$ cat config.mk
export PLATFORM = sky130hd
export DESIGN_NAME = bcd_timekeeper
export DESIGN_NICKNAME = d
export VERILOG_FILES = /design/src/rtl/rtcal_pkg.sv /design/src/rtl/rtcal_prescaler.sv /design/src/rtl/rtcal_bcd_field.sv /design/src/rtl/bcd_timekeeper.sv
export SDC_FILE = /design/constraint.sdc
export NUM_CORES = 1
export LEC_CHECK = 0
export BUFFER_PORTS_ARGS = -buffer_cell sky130_fd_sc_hd__buf_2
export CORE_MARGIN = 10
export CORE_UTILIZATION = 55
export DETAILED_ROUTE_END_ITERATION = 6
export GPL_TIMING_DRIVEN = 0
export PLACE_DENSITY = 0.73
export SLEW_MARGIN = 20
export SYNTH_ARGS = -nofsm -noshare
export SYNTH_HDL_FRONTEND = slang
export SYNTH_SLANG_ARGS = --single-unit
$ cat constraint.sdc
create_clock -name clk -period 8.4 [get_ports clk]
set_input_delay 0.42 -clock clk [delete_from_list [all_inputs] [get_ports clk]]
set_output_delay 0.42 -clock clk [all_outputs]
set_load 0.1 [all_outputs]
$ cat src/rtl/rtcal_pkg.sv
package rtcal_pkg;

  localparam int ADR_CTRL  = 0;
  localparam int ADR_AUX   = 1;
  localparam int ADR_SEC   = 2;
  localparam int ADR_MIN   = 3;
  localparam int ADR_HOUR  = 4;
  localparam int ADR_DAY   = 5;
  localparam int ADR_WDAY  = 6;
  localparam int ADR_MONTH = 7;
  localparam int ADR_YEAR  = 8;

  localparam int FREEZE_BIT = 5;

  // next packed BCD value (no upper bound)
  function automatic logic [7:0] bcd_next(input logic [7:0] v);
    if (v[3:0] >= 4'd9) return {v[7:4] + 4'd1, 4'd0};
    else                return {v[7:4], v[3:0] + 4'd1};
  endfunction

  // year held in BCD is divisible by 4
  function automatic logic bcd_leap(input logic [7:0] y);
    if (!y[4]) return (y[3:0] == 4'd0) || (y[3:0] == 4'd4) || (y[3:0] == 4'd8);
    else       return (y[3:0] == 4'd2) || (y[3:0] == 4'd6);
  endfunction

  // last day of the month, BCD
  function automatic logic [5:0] last_day(input logic [4:0] m, input logic [7:0] y);
    case (m)
      5'h02:                      return bcd_leap(y) ? 6'h29 : 6'h28;
      5'h04, 5'h06, 5'h09, 5'h11: return 6'h30;
      default:                    return 6'h31;
    endcase
  endfunction

endpackage

$ cat src/rtl/rtcal_prescaler.sv
module rtcal_prescaler #(
  parameter int DIV = 32768
) (
  input  logic clk,
  input  logic rst_n,
  input  logic tick,
  input  logic run,
  output logic sec_pulse
);
  localparam int CW = (DIV > 2) ? $clog2(DIV) : 1;
  localparam logic [CW-1:0] LAST = CW'(DIV - 1);

  logic [CW-1:0] cnt_q, cnt_d;

  assign sec_pulse = run && tick && (cnt_q == LAST);

  always_comb begin
    cnt_d = cnt_q;
    if (!run)          cnt_d = '0;
    else if (tick)     cnt_d = (cnt_q == LAST) ? '0 : cnt_q + 1'b1;
  end

  always_ff @(posedge clk or negedge rst_n) begin
    if (!rst_n) cnt_q <= '0;
    else        cnt_q <= cnt_d;
  end

  AST_PRESC_HELD: assert property (@(posedge clk) disable iff (!rst_n)
    !run |=> (cnt_q == '0));
  AST_PRESC_IDLE: assert property (@(posedge clk) disable iff (!rst_n)
    (run && !tick) |=> $stable(cnt_q));

endmodule

$ cat src/rtl/rtcal_bcd_field.sv
module rtcal_bcd_field #(
  parameter int W       = 7,
  parameter int MIN_VAL = 0
) (
  input  logic         clk,
  input  logic         rst_n,
  input  logic         inc,
  input  logic         ld,
  input  logic [W-1:0] ld_val,
  input  logic [W-1:0] max_val,
  output logic [W-1:0] val,
  output logic         carry
);
  import rtcal_pkg::*;

  localparam logic [W-1:0] FLOOR = W'(MIN_VAL);

  logic [W-1:0] val_q, val_d;
  logic [7:0]   ext_cur, ext_nxt;

  assign ext_cur = 8'(val_q);
  assign ext_nxt = bcd_next(ext_cur);
  assign carry   = inc && (val_q >= max_val);
  assign val     = val_q;

  always_comb begin
    val_d = val_q;
    if (ld)          val_d = ld_val;
    else if (carry)  val_d = FLOOR;
    else if (inc)    val_d = ext_nxt[W-1:0];
  end

  always_ff @(posedge clk or negedge rst_n) begin
    if (!rst_n) val_q <= FLOOR;
    else        val_q <= val_d;
  end

  AST_FIELD_HOLD: assert property (@(posedge clk) disable iff (!rst_n)
    (!inc && !ld) |=> $stable(val_q));
  AST_FIELD_WRAP: assert property (@(posedge clk) disable iff (!rst_n)
    (carry && !ld) |=> (val_q == FLOOR));
  AST_FIELD_LOAD: assert property (@(posedge clk) disable iff (!rst_n)
    ld |=> (val_q == $past(ld_val)));

endmodule

$ cat src/rtl/bcd_timekeeper.sv
module bcd_timekeeper #(
  parameter int PRESC_DIV = 32768,
  parameter int AW        = 4
) (
  input  logic          clk,
  input  logic          rst_n,
  input  logic          tick_32k,
  input  logic [AW-1:0] reg_addr,
  input  logic          reg_wr,
  input  logic [7:0]    reg_wdata,
  output logic [7:0]    reg_rdata
);
  import rtcal_pkg::*;

  logic wr_ctrl, wr_sec, wr_min, wr_hour, wr_day, wr_wday, wr_month, wr_year;
  assign wr_ctrl  = reg_wr && (reg_addr == AW'(ADR_CTRL));
  assign wr_sec   = reg_wr && (reg_addr == AW'(ADR_SEC));
  assign wr_min   = reg_wr && (reg_addr == AW'(ADR_MIN));
  assign wr_hour  = reg_wr && (reg_addr == AW'(ADR_HOUR));
  assign wr_day   = reg_wr && (reg_addr == AW'(ADR_DAY));
  assign wr_wday  = reg_wr && (reg_addr == AW'(ADR_WDAY));
  assign wr_month = reg_wr && (reg_addr == AW'(ADR_MONTH));
  assign wr_year  = reg_wr && (reg_addr == AW'(ADR_YEAR));

  // control and flag state
  logic freeze_q, freeze_d;
  logic vlow_q, vlow_d;
  logic cent_q, cent_d;

  logic sec_pulse;
  logic [6:0] sec_v, min_v;
  logic [5:0] hour_v, day_v, day_max;
  logic [2:0] wday_v;
  logic [4:0] mon_v;
  logic [7:0] year_v;
  logic c_sec, c_min, c_hour, c_day, c_wday, c_mon, c_year;

  rtcal_prescaler #(.DIV(PRESC_DIV)) u_presc (
    .clk(clk), .rst_n(rst_n), .tick(tick_32k), .run(!freeze_q), .sec_pulse(sec_pulse));

  rtcal_bcd_field #(.W(7), .MIN_VAL(0)) u_sec (
    .clk(clk), .rst_n(rst_n), .inc(sec_pulse), .ld(wr_sec), .ld_val(reg_wdata[6:0]),
    .max_val(7'h59), .val(sec_v), .carry(c_sec));

  rtcal_bcd_field #(.W(7), .MIN_VAL(0)) u_min (
    .clk(clk), .rst_n(rst_n), .inc(c_sec), .ld(wr_min), .ld_val(reg_wdata[6:0]),
    .max_val(7'h59), .val(min_v), .carry(c_min));

  rtcal_bcd_field #(.W(6), .MIN_VAL(0)) u_hour (
    .clk(clk), .rst_n(rst_n), .inc(c_min), .ld(wr_hour), .ld_val(reg_wdata[5:0]),
    .max_val(6'h23), .val(hour_v), .carry(c_hour));

  assign day_max = last_day(mon_v, year_v);

  rtcal_bcd_field #(.W(6), .MIN_VAL(1)) u_day (
    .clk(clk), .rst_n(rst_n), .inc(c_hour), .ld(wr_day), .ld_val(reg_wdata[5:0]),
    .max_val(day_max), .val(day_v), .carry(c_day));

  rtcal_bcd_field #(.W(3), .MIN_VAL(0)) u_wday (
    .clk(clk), .rst_n(rst_n), .inc(c_hour), .ld(wr_wday), .ld_val(reg_wdata[2:0]),
    .max_val(3'd6), .val(wday_v), .carry(c_wday));

  rtcal_bcd_field #(.W(5), .MIN_VAL(1)) u_mon (
    .clk(clk), .rst_n(rst_n), .inc(c_day), .ld(wr_month), .ld_val(reg_wdata[4:0]),
    .max_val(5'h12), .val(mon_v), .carry(c_mon));

  rtcal_bcd_field #(.W(8), .MIN_VAL(0)) u_year (
    .clk(clk), .rst_n(rst_n), .inc(c_mon), .ld(wr_year), .ld_val(reg_wdata),
    .max_val(8'h99), .val(year_v), .carry(c_year));

  always_comb begin
    freeze_d = wr_ctrl  ? reg_wdata[FREEZE_BIT] : freeze_q;
    vlow_d   = wr_sec   ? reg_wdata[7] : vlow_q;
    cent_d   = cent_q;
    if (wr_month)    cent_d = reg_wdata[7];
    else if (c_year) cent_d = ~cent_q;
  end

  always_ff @(posedge clk or negedge rst_n) begin
    if (!rst_n) begin
      freeze_q <= 1'b0;
      vlow_q   <= 1'b1;
      cent_q   <= 1'b0;
    end else begin
      freeze_q <= freeze_d;
      vlow_q   <= vlow_d;
      cent_q   <= cent_d;
    end
  end

  always_comb begin
    reg_rdata = 8'h00;
    case (reg_addr)
      AW'(ADR_CTRL):  reg_rdata[FREEZE_BIT] = freeze_q;
      AW'(ADR_SEC):   reg_rdata = {vlow_q, sec_v};
      AW'(ADR_MIN):   reg_rdata = {1'b0, min_v};
      AW'(ADR_HOUR):  reg_rdata = {2'b00, hour_v};
      AW'(ADR_DAY):   reg_rdata = {2'b00, day_v};
      AW'(ADR_WDAY):  reg_rdata = {5'b00000, wday_v};
      AW'(ADR_MONTH): reg_rdata = {cent_q, 2'b00, mon_v};
      AW'(ADR_YEAR):  reg_rdata = year_v;
      default:        reg_rdata = 8'h00;
    endcase
  end

  AST_FREEZE_SEC: assert property (@(posedge clk) disable iff (!rst_n)
    (freeze_q && !reg_wr) |=> $stable(sec_v));
  AST_FREEZE_DAY: assert property (@(posedge clk) disable iff (!rst_n)
    (freeze_q && !reg_wr) |=> $stable(day_v));
  AST_VLOW_STICKY: assert property (@(posedge clk) disable iff (!rst_n)
    (vlow_q && !wr_sec) |=> vlow_q);
  AST_CENTURY_FLIP: assert property (@(posedge clk) disable iff (!rst_n)
    (c_year && !wr_month) |=> (cent_q != $past(cent_q)));
  AST_MONTH_TO_YEAR: assert property (@(posedge clk) disable iff (!rst_n)
    (c_mon && !wr_year) |=> (year_v != $past(year_v)));
  AST_DAY_TO_WDAY: assert property (@(posedge clk) disable iff (!rst_n)
    (c_hour && !wr_wday && !wr_day) |=> (wday_v != $past(wday_v)));

endmodule

==> metrics.txt <==
VDD IR max 0.000142 V; Primary FF master, synth dfrtp_1; Post-DP Area 4820 µm²; wl on met1 5520 µm; htree depth 3; Die ar. 12300 µm²; CTS tree yes; post-synthesis register bit count 60; Global Route Usage Sum 0.211; nets about 630; I/O Pins 24; non-filler instance count after layout 692; CTS resizes 0; FF-to-FF setup slack between 4 and 5 ns; Final Setup Violations 0; Syn-to-layout area delta 10.8%; # diodes 0; Core Rows 33; Multi-input gate area between 2000 and 3000 µm²; Yosys cell types 72; worst slack at placement 4.74 ns; synth top area cells dfrtp_1 31%, ha_1 9.6%, o21ai_0 5.4%; unrepaired setup endpoints after global routing false; Reg-to-Reg End u_year.val[3]$_DFFE_PN0P_; Hold Path Origin reg_wdata[7]; DRC 0; post-synth top area share 0.313; fin crit share 0.435; GR Overflow Total 0; met2 wire len 6300 µm; CTS max path bufs 2; Crit. End Element flip-flop; Fin Setup TNS 0 ns; crit path launch u_year.val[0]$_DFFE_PN0P_; via count 4430; RD Place Congestion roughly 0.95; Post-synth EDFFs 0; R2R cell count 14; Synth Cell Area 4560 µm²; number of fill cells 769; crit start category flip-flop; initial antenna violation count 0; CTS Buf Count 9; crit path max fanout 10; Top Metal Used met4; Yosys warning total 0; status complete, no violations; Starting Density 0.561; reg2reg start u_year.val[0]$_DFFE_PN0P_; WS Path Type reg2reg; worst min path class in2reg; Avg Cell Area, Syn 8.34 µm²; MaxCap Viol Count 0; vias in the first global route 4224; Post-DP HPWL 9830 µm; via/cell ratio 6.40; max-slew violations 0; ANT nets after route 0; Detailed Routing Iterations Pass 1 5; sequential cell area 1510 µm²; Final Cell Area approximately 5000 µm²; largest area contributor in the netlist dfrtp_1; clock slew at the register clock pins of the worst setup and hold paths 0.07 ns; Fin. Hold Viols 0; Tmin final around 3.7 ns; worst endpoint required time 8.69 ns; ratio of cells with drive above 1 in the final layout 0.102; Synth Instances 547; clk_skew ~0.010 ns; Wirelength per Cell 19.1 µm; Seq/Total Area, Yosys 0.330; metal3 WL 1040 µm; Core Area 8130 µm²; global-route wire length before repair ~22000 µm; largest net degree at the start of global routing 39; clk sinks 60; DP Cell Count 675; final WL 13200 µm; Worst setup endpoint u_year.val[3]$_DFFE_PN0P_; root buffer cell clkbuf_8; initial DRC count ~400; Post-synth ARST share 1.00; setup ws final 4.75 ns; Highest Clock Rate 274 MHz; static leakage between 2 and 2.5 nW; clock latency on the worst-skew pair 0.36 ns; Syn Nets 598; floorplan die height 111 µm; Pwr Total 1.11 mW; Max-slew headroom 0.449; pwr/cell area 221 nW/µm²; Final Util 0.621; Die W 111 µm; hold_ws 0.321 ns; slew of the pin with the lowest slew margin 0.816 ns; Port Buffers 22; crit path DAT 3.94 ns
[how the worst min path moves through the flow]
| stage | slack, ns | end | depth (start not counted) |
|---|---|---|---|
| 6_report | 0.32 | vlow_q$_DFFE_PN1P_ | 3 |
| 5_1_grt | 0.35 | vlow_q$_DFFE_PN1P_ | 3 |
| 4_1_cts | 0.31 | vlow_q$_DFFE_PN1P_ | 3 |
| 3_5_place_dp | 0.35 | u_day.val[2]$_DFFE_PN0P_ | 1 |
| 3_3_place_gp | 0.45 | vlow_q$_DFFE_PN1P_ | 2 |
| 2_1_floorplan | 0.12 | cent_q$_DFFE_PN0P_ | 0 |
[worst max-delay path: stages (launching register included)]
cell and delay, ns:
dfrtp_1 0.47, inv_1 0.12, ha_1 0.22, mux2i_1 0.12, o32ai_1 0.11, a2111oi_0 0.40
a31oi_1 0.11, ha_1 0.30, nor4b_1 0.04, o21ai_0 0.33, nand2_1 0.22, or3_1 0.41
buf_6 0.15, o41ai_1 0.40, o22a_1 0.18
[sequential cells by signal, summed over array words and instances, names as in the netlist]
| register | flops |
|---|---|
| u_hour.val | 6 |
| u_wday.val | 3 |
| u_presc.cnt_q | 15 |
| u_min.val | 7 |
| cent_q | 1 |
| vlow_q | 1 |
| u_day.val | 6 |
| freeze_q | 1 |
| u_mon.val | 5 |
| u_year.val | 8 |
| u_sec.val | 7 |
[cell families after synthesis]
family	count (synthesis)	share of synthesized area
multiplexers	11	0.0250
AND/OR/NAND/NOR	228	0.264
AO/OA/AOI/OAI	153	0.224
XOR/XNOR	9	0.0173
buffers and inverters	51	0.0439
flip-flops	60	0.330
adder cells (fa/ha/maj)	35	0.0960
[power by group]
group,internal [mW],switching (mW),leakage [nW]
sequential,0.348,0.100,0.740
combinational,0.144,0.229,1.31
clock,0.167,0.126,0.102
total,0.659,0.455,2.16
[timing repair]
action	4_1_cts	5_1_grt
hold endpoints to repair	21	0
hold buffers	1	0
setup buffers	0	0
[synthesized netlist by cell type (4+ instances only)]
cell / number
nor4_1: 6
nor2b_1: 6
ha_1: 35
o21ai_0: 49
mux2i_1: 8
a21oi_1: 17
a32oi_1: 4
a22oi_1: 6
o31ai_1: 9
nor3b_1: 4
nor4b_1: 5
nand4_1: 5
a31oi_1: 18
nand3_1: 24
nand4b_1: 6
inv_1: 31
xnor2_1: 7
o211ai_1: 5
dfrtp_1: 57
nand2_1: 60
nand2b_1: 4
and2_1: 4
clkbuf_1: 16
nor3_1: 7
nand3b_1: 5
or3_1: 4
or4_1: 4
a221o_1: 5
nor2_1: 60
and3_1: 9
[cells in the final DEF, fill, tap and decap left out, drive strengths merged, types with 5 or more instances in the layout]
cell    instances
ha             35
a22oi           6
a221o           5
mux2i           8
dfrtp          57
inv            31
a31oi          19
nand4b          6
buf            27
clkbuf         26
nand3b          5
nand4           7
nor2           60
o31ai           9
or4             5
a21oi          17
nor3           10
o211ai          5
o21ai          49
nand3          24
nor2b           6
and3           10
nor4b           6
xnor2           7
nor4            7
nand2          61
[area by class of cell]
class,count,area share
plain buffers,20,0.0166
clock buffers,10,0.0253
clock inverters,6,0.0176
inverters,31,0.0230
multi-input cells,436,0.565
flip-flops and latches,60,0.298
well taps,105,0.0260
repair buffers,24,0.0282
[metal layers]
layer,global-route usage,vias to the layer above
li1,-,2102
met1,0.268,2118
met2,0.353,175
met3,0.0363,35
met4,0.0737,0
met5,0,-
Note: power is estimated with default switching activity, not from simulation.
